===== src/rtl/fhmul_pkg.sv =====
// fhmul_pkg: shared sizing constants for the dual-lane fractional multiplier.
// Assumes a register word is an even number of bits, split into two halves.
package fhmul_pkg;
    localparam int FHM_NREG  = 8;
    localparam int FHM_WORD  = 32;
    localparam int FHM_LANES = 2;
    localparam int FHM_LANE_HI = 1;
    localparam int FHM_LANE_LO = 0;
endpackage


===== src/rtl/fhmul_regfile.sv =====
// fhmul_regfile: register file with one load write port and one multiply
// write port. Every entry is visible at once on rf_view.
// Assumes: multiply write wins over load write on the same entry; reset is
// synchronous and active-low.
module fhmul_regfile #(
    parameter int NREG = 8,
    parameter int W    = 32,
    localparam int AW  = $clog2(NREG)
) (
    input  logic                     clk,
    input  logic                     rst_n,
    input  logic                     mul_we,
    input  logic [AW-1:0]            mul_addr,
    input  logic [W-1:0]             mul_data,
    input  logic                     ld_we,
    input  logic [AW-1:0]            ld_addr,
    input  logic [W-1:0]             ld_data,
    output logic [NREG-1:0][W-1:0]   rf_view
);
    for (genvar i = 0; i < NREG; i++) begin : g_ent
        localparam logic [AW-1:0] IDX = AW'(i);
        logic [W-1:0] q;
        logic         hit_mul;
        logic         hit_ld;

        // decode which write port addresses this entry
        always_comb begin
            hit_mul = mul_we && (mul_addr == IDX);
            hit_ld  = ld_we  && (ld_addr  == IDX);
        end

        // entry storage: reset, then multiply over load priority
        always_ff @(posedge clk) begin
            if (!rst_n)       q <= '0;
            else if (hit_mul) q <= mul_data;
            else if (hit_ld)  q <= ld_data;
        end

        assign rf_view[i] = q;
    end
endmodule


===== src/rtl/fhmul_lane.sv =====
// fhmul_lane: one multiply lane. Picks a half of each of two source words,
// multiplies them unsigned, and returns the upper half of the product
// (truncated, no rounding). Purely combinational.
// Assumes W is even; halves are H = W/2 bits wide.
module fhmul_lane #(
    parameter int W = 32,
    localparam int H = W / 2
) (
    input  logic [W-1:0] a_word,
    input  logic         a_upper,
    input  logic [W-1:0] b_word,
    input  logic         b_upper,
    output logic [H-1:0] a_half,
    output logic [H-1:0] b_half,
    output logic [H-1:0] res
);
    logic [W-1:0] prod;

    // half selection for both operands
    always_comb begin
        a_half = a_upper ? a_word[W-1:H] : a_word[H-1:0];
        b_half = b_upper ? b_word[W-1:H] : b_word[H-1:0];
    end

    // unsigned product, keep the top half
    always_comb begin
        prod = W'(a_half) * W'(b_half);
        res  = prod[W-1:H];
    end
endmodule


===== src/rtl/fhmul_unit.sv =====
// fhmul_unit: top of the dual-lane unsigned fractional multiplier.
// Fetches four operands from the register file, runs a high and a low lane,
// and writes the packed result into the destination at the next clock edge.
// A load port and an asynchronous read port complete the unit.
// Assumes: the lanes read pre-write register contents; multiply beats load.
module fhmul_unit
    import fhmul_pkg::*;
#(
    parameter int NREG = FHM_NREG,
    parameter int W    = FHM_WORD,
    localparam int AW  = $clog2(NREG),
    localparam int H   = W / 2
) (
    input  logic          clk,
    input  logic          rst_n,
    input  logic          ld_en,
    input  logic [AW-1:0] ld_sel,
    input  logic [W-1:0]  ld_word,
    input  logic          mul_valid,
    input  logic [AW-1:0] mul_dst,
    input  logic [AW-1:0] hi_a_idx,
    input  logic          hi_a_upper,
    input  logic [AW-1:0] hi_b_idx,
    input  logic          hi_b_upper,
    input  logic [AW-1:0] lo_a_idx,
    input  logic          lo_a_upper,
    input  logic [AW-1:0] lo_b_idx,
    input  logic          lo_b_upper,
    input  logic [AW-1:0] rd_idx,
    output logic [W-1:0]  rd_word
);
    logic [NREG-1:0][W-1:0] rf_view;
    logic [AW-1:0] a_idx [FHM_LANES];
    logic          a_up  [FHM_LANES];
    logic [AW-1:0] b_idx [FHM_LANES];
    logic          b_up  [FHM_LANES];
    logic [H-1:0]  opa_v [FHM_LANES];
    logic [H-1:0]  opb_v [FHM_LANES];
    logic [H-1:0]  lres  [FHM_LANES];
    logic [W-1:0]  mul_data;

    // gather the per-lane selectors into lane-indexed arrays
    always_comb begin
        a_idx[FHM_LANE_HI] = hi_a_idx;
        a_up [FHM_LANE_HI] = hi_a_upper;
        b_idx[FHM_LANE_HI] = hi_b_idx;
        b_up [FHM_LANE_HI] = hi_b_upper;
        a_idx[FHM_LANE_LO] = lo_a_idx;
        a_up [FHM_LANE_LO] = lo_a_upper;
        b_idx[FHM_LANE_LO] = lo_b_idx;
        b_up [FHM_LANE_LO] = lo_b_upper;
    end

    for (genvar l = 0; l < FHM_LANES; l++) begin : g_lane
        fhmul_lane #(.W(W)) u_lane (
            .a_word (rf_view[a_idx[l]]),
            .a_upper(a_up[l]),
            .b_word (rf_view[b_idx[l]]),
            .b_upper(b_up[l]),
            .a_half (opa_v[l]),
            .b_half (opb_v[l]),
            .res    (lres[l])
        );
    end

    // pack high lane above low lane
    always_comb mul_data = {lres[FHM_LANE_HI], lres[FHM_LANE_LO]};

    fhmul_regfile #(.NREG(NREG), .W(W)) u_rf (
        .clk     (clk),
        .rst_n   (rst_n),
        .mul_we  (mul_valid),
        .mul_addr(mul_dst),
        .mul_data(mul_data),
        .ld_we   (ld_en),
        .ld_addr (ld_sel),
        .ld_data (ld_word),
        .rf_view (rf_view)
    );

    // asynchronous read port
    always_comb rd_word = rf_view[rd_idx];
endmodule


===== config.mk =====
export PLATFORM = sky130hd
export DESIGN_NAME = fhmul_unit
export DESIGN_NICKNAME = d
export VERILOG_FILES = /design/src/rtl/fhmul_pkg.sv /design/src/rtl/fhmul_regfile.sv /design/src/rtl/fhmul_lane.sv /design/src/rtl/fhmul_unit.sv
export SDC_FILE = /design/constraint.sdc
export NUM_CORES = 2
export LEC_CHECK = 0
export BUFFER_PORTS_ARGS = -buffer_cell sky130_fd_sc_hd__buf_2
export CAP_MARGIN = 5
export CORE_ASPECT_RATIO = 1.4
export CORE_MARGIN = 2
export CORE_UTILIZATION = 50
export DETAILED_ROUTE_END_ITERATION = 10
export PLACE_DENSITY = 0.66
export SLEW_MARGIN = 10
export SYNTH_ARGS = -nofsm -noshare
export SYNTH_HDL_FRONTEND = slang
export SYNTH_SLANG_ARGS = --single-unit

===== constraint.sdc =====
create_clock -name clk -period 10.5 [get_ports clk]
set_clock_uncertainty 0.1 [all_clocks]
set_input_delay 1.05 -clock clk [delete_from_list [all_inputs] [get_ports clk]]
set_output_delay 1.05 -clock clk [all_outputs]
set_load 0.01 [all_outputs]

==> results.json <==
{
  "status": "completed",
  "reg2reg_depth": 23,
  "hold_path.class": "flop to flop",
  "slew_headroom_pct": 17.6,
  "async_flop_share_pct": 0,
  "synth_edf_count": 0,
  "vias": 31200,
  "crit_start": "lo_a_idx[0]",
  "drt_iter0_markers": 3118,
  "avgSynthCellArea_um2": 10.0,
  "clk_latency_ns": 0.61,
  "drtPass1Iterations": 6,
  "root_buffer": "clkbuf_16",
  "grt_pass1_vias": 31900,
  "grt_max_degree": 89,
  "core_area_um2": 75200,
  "crit_type": "primary input to flop",
  "synth_area_leaders": "mux4_2, fa_1, dfxtp_1",
  "clock_path_buffers": 3,
  "worstMarginPinSlew_ns": 1.23,
  "p_switching_w": 0.00134,
  "rows": 119,
  "ys.flop_type": "dfxtp_1",
  "post_cts_buffers": 0,
  "powerDensity_nw_per_um2": 88.0,
  "antenna_found_initial": 13,
  "reg.largest.list": "u_rf.g_ent.q (256)",
  "ys_types": 68,
  "largest_register_ffs": 256,
  "cp-start-kind": "primary input",
  "die_w_um": 237,
  "ys_seq_area_share_pct": 13.5,
  "routedWlPerCell_um": 26.8,
  "wl_um": 126000,
  "reg2reg_slack_ns": 2.05,
  "fin_ws_ns": 1.26,
  "required_ns": 10.90,
  "io_pins": 93,
  "r2r-end": "u_rf.g_ent[4].q[12]$_SDFFE_PN0P_",
  "switching_share_pct": 37.7,
  "post-route-period-util_pct": 88.0,
  "synth_top_area_cell": "mux4_2",
  "syn-num-nets": 4425,
  "cts_tree": "built",
  "drv_cap": 0,
  "worstPathMaxFanout": 35,
  "seqPwrFrac_pct": 31.1,
  "fmax_ghz": 0.108,
  "ys_ff_latch": 256,
  "die-area_um2": 78100,
  "p_comb_share_pct": 36.7,
  "ys_warn_count": 0,
  "path_clk_slew_ns": 0.07,
  "irDropWorstVdd_v": 0.000133,
  "yosys.area.top_type_share_pct": 21.2,
  "track_usage_pct": 32.5,
  "areaGrowthSynthToFinish_pct": 6.54,
  "syn_area_um2": 37900,
  "grt_setup_unrepaired": "false",
  "power_frac_clock_pct": 32.2,
  "intPower_w": 0.00221,
  "min-delay-start": "u_rf.g_ent[0].q[4]$_SDFFE_PN0P_",
  "setup_tns_ns": 0,
  "h-tree-depth": 1,
  "cts_buffers": 29,
  "cts.sinks": 256,
  "die_h_um": 330,
  "drtAntennaViolNets": 0,
  "fin_crit_ns": 9.24,
  "cts_resized": 0,
  "drt-vias-per-instance": 6.62,
  "r2r_start": "u_rf.g_ent[7].q[27]$_SDFFE_PN0P_",
  "crit_end": "u_rf.g_ent[7].q[10]$_SDFFE_PN0P_",
  "portBuffers": 92,
  "start_util_pct": 50.4,
  "setup_violations": 0,
  "end_kind": "flop",
  "drive_gt1_share_pct": 21.7,
  "top_register": "u_rf.g_ent.q",
  "p_leak_nw": 18.3,
  "nNetsFinal": 4355,
  "synth_cells": 3776,
  "cp.arrival_ns": 9.64,
  "routabilityCongestion": 0.956,
  "grt_pass1_wl_um": 192000,
  "report.final.slew_viol_count": 0,
  "drc": 0,
  "dp_worst_setup_slack_ns": 0.726,
  "overflow": 0,
  "hold_violations": 0,
  "hpwl_um": 91200,
  "hold_buffers": 0
}
==> logic make-up (layout without fill, tap and decap cells) <==
| family | Yosys count | after routing | share of synthesized area, % |
|---|---|---|---|
| AO/OA/AOI/OAI | 581 | 581 | 9.74 |
| flip-flops | 256 | 256 | 13.5 |
| buffers and inverters | 765 | 717 | 7.65 |
| adder cells (fa/ha/maj) | 588 | 588 | 27.1 |
| XOR/XNOR | 28 | 28 | 0.706 |
| AND/OR/NAND/NOR | 865 | 865 | 10.7 |
| other | 0 | 10 | 0 |
| multiplexers | 693 | 693 | 30.6 |
==> worst min-delay path by stage <==
stage	endpoint	slack, ns	cells after the start
6_report	u_rf.g_ent[0].q[4]$_SDFFE_PN0P_	0.53	2
5_1_grt	u_rf.g_ent[6].q[8]$_SDFFE_PN0P_	0.53	2
4_1_cts	u_rf.g_ent[0].q[8]$_SDFFE_PN0P_	0.52	2
3_5_place_dp	u_rf.g_ent[4].q[8]$_SDFFE_PN0P_	0.50	2
3_3_place_gp	u_rf.g_ent[0].q[8]$_SDFFE_PN0P_	0.49	2
2_1_floorplan	u_rf.g_ent[2].q[20]$_SDFFE_PN0P_	0.46	2
==> power groups by stage <==
stage	sequential [W]	clock, W	combinational, W
finish	0.00110	0.00114	0.00131
global route	0.00111	0.00118	0.00141
CTS	0.00110	0.00114	0.00129
detailed placement	0.00112	0	0.00129
global placement	0.00112	0	0.00127
floorplan	0.00108	0	0.000884
==> stage by stage <==
step | instances | total power, W | utilization (%) | area [um^2] | hold slack, ns
floorplan | 3776 | 0.00197 | - | 37900 | 0.457
global placement | 4643 | 0.00239 | 52.3 | 39300 | 0.492
detailed placement | 4643 | 0.00241 | 52.3 | 39300 | 0.500
CTS | 4696 | 0.00353 | 53.7 | 40400 | 0.518
global route | 4704 | 0.00370 | 53.7 | 40400 | 0.535
finish | 4706 | 0.00355 | 53.7 | 40400 | 0.526
==> area by class of cell <==
type                    instances  area, um^2
fillers                      6557       34800
multi-input cells            2755       30000
flip-flops and latches        256        5120
inverters                     474        1780
repair buffers                190        1250
well taps                     968        1210
clock buffers                  35         778
clock inverters                18         262
diodes                         10        25.0
==> routing by layer <==
| metal | vias to the layer above | wire length [um] | GRT usage (%) |
|---|---|---|---|
| li1 | 13100 | - | - |
| met1 | 15800 | 44500 | 39.0 |
| met2 | 1823 | 59200 | 52.9 |
| met3 | 484 | 11300 | 5.29 |
| met4 | 2 | 11000 | 24.5 |
| met5 | - | 12 | 0 |
==> critical path: stages <==
cell       delay (ns)
buf_4            0.56
buf_4            0.34
mux4_2           0.51
mux2_2           0.29
o21ai_1          0.59
buf_4            0.28
nor2_1           0.07
fa_1             0.56
fa_1             0.43
fa_1             0.53
fa_1             0.44
fa_1             0.51
inv_1            0.06
fa_1             0.48
inv_1            0.04
ha_1             0.48
nand4_1          0.18
a2111o_1         0.41
a2111oi_0        0.53
a2111o_1         0.28
a21oi_1          0.10
xor2_1           0.55
mux2_2           0.28
nor2_1           0.04
==> placed cells by master (no fill, tap or decap), drive strengths merged, types with 5 or more instances in the layout <==
cell       n
o31ai      6
a21oi    182
nor2     197
diode     10
a31oi      7
o21ai    162
nor3      20
xor2      13
nand4     17
a21o      26
o21a      28
mux2     180
nand3     16
or2       12
and3      18
clkinv     7
ha       202
xnor2     15
mux4     356
o211a     41
nand2    344
nor2b     80
o21bai     7
a211oi    77
buf      190
clkbuf    35
mux2i    157
a22oi      5
dfxtp    256
nand2b    31
fa       386
and2     106
bufinv     6
a2111oi   15
inv      475
==> Yosys cell counts, drive strengths merged, types with 4 or more instances <==
cell type / number
o31ai: 6
clkbuf: 224
xnor2: 15
mux4: 356
a2111oi: 15
or3: 4
fa: 386
ha: 202
a211oi: 77
nor2: 197
o21bai: 7
mux2i: 157
xor2: 13
or2: 12
nand4: 17
and4: 4
a22oi: 5
o21a: 28
inv: 474
mux2: 180
dfxtp: 256
a21o: 26
buf: 67
nand3: 16
nor2b: 80
o21ai: 162
nand2: 344
o211a: 41
a21oi: 182
and3: 18
and2: 106
nor3: 20
a31oi: 7
nand2b: 31
(Power assumes the default switching activity.)
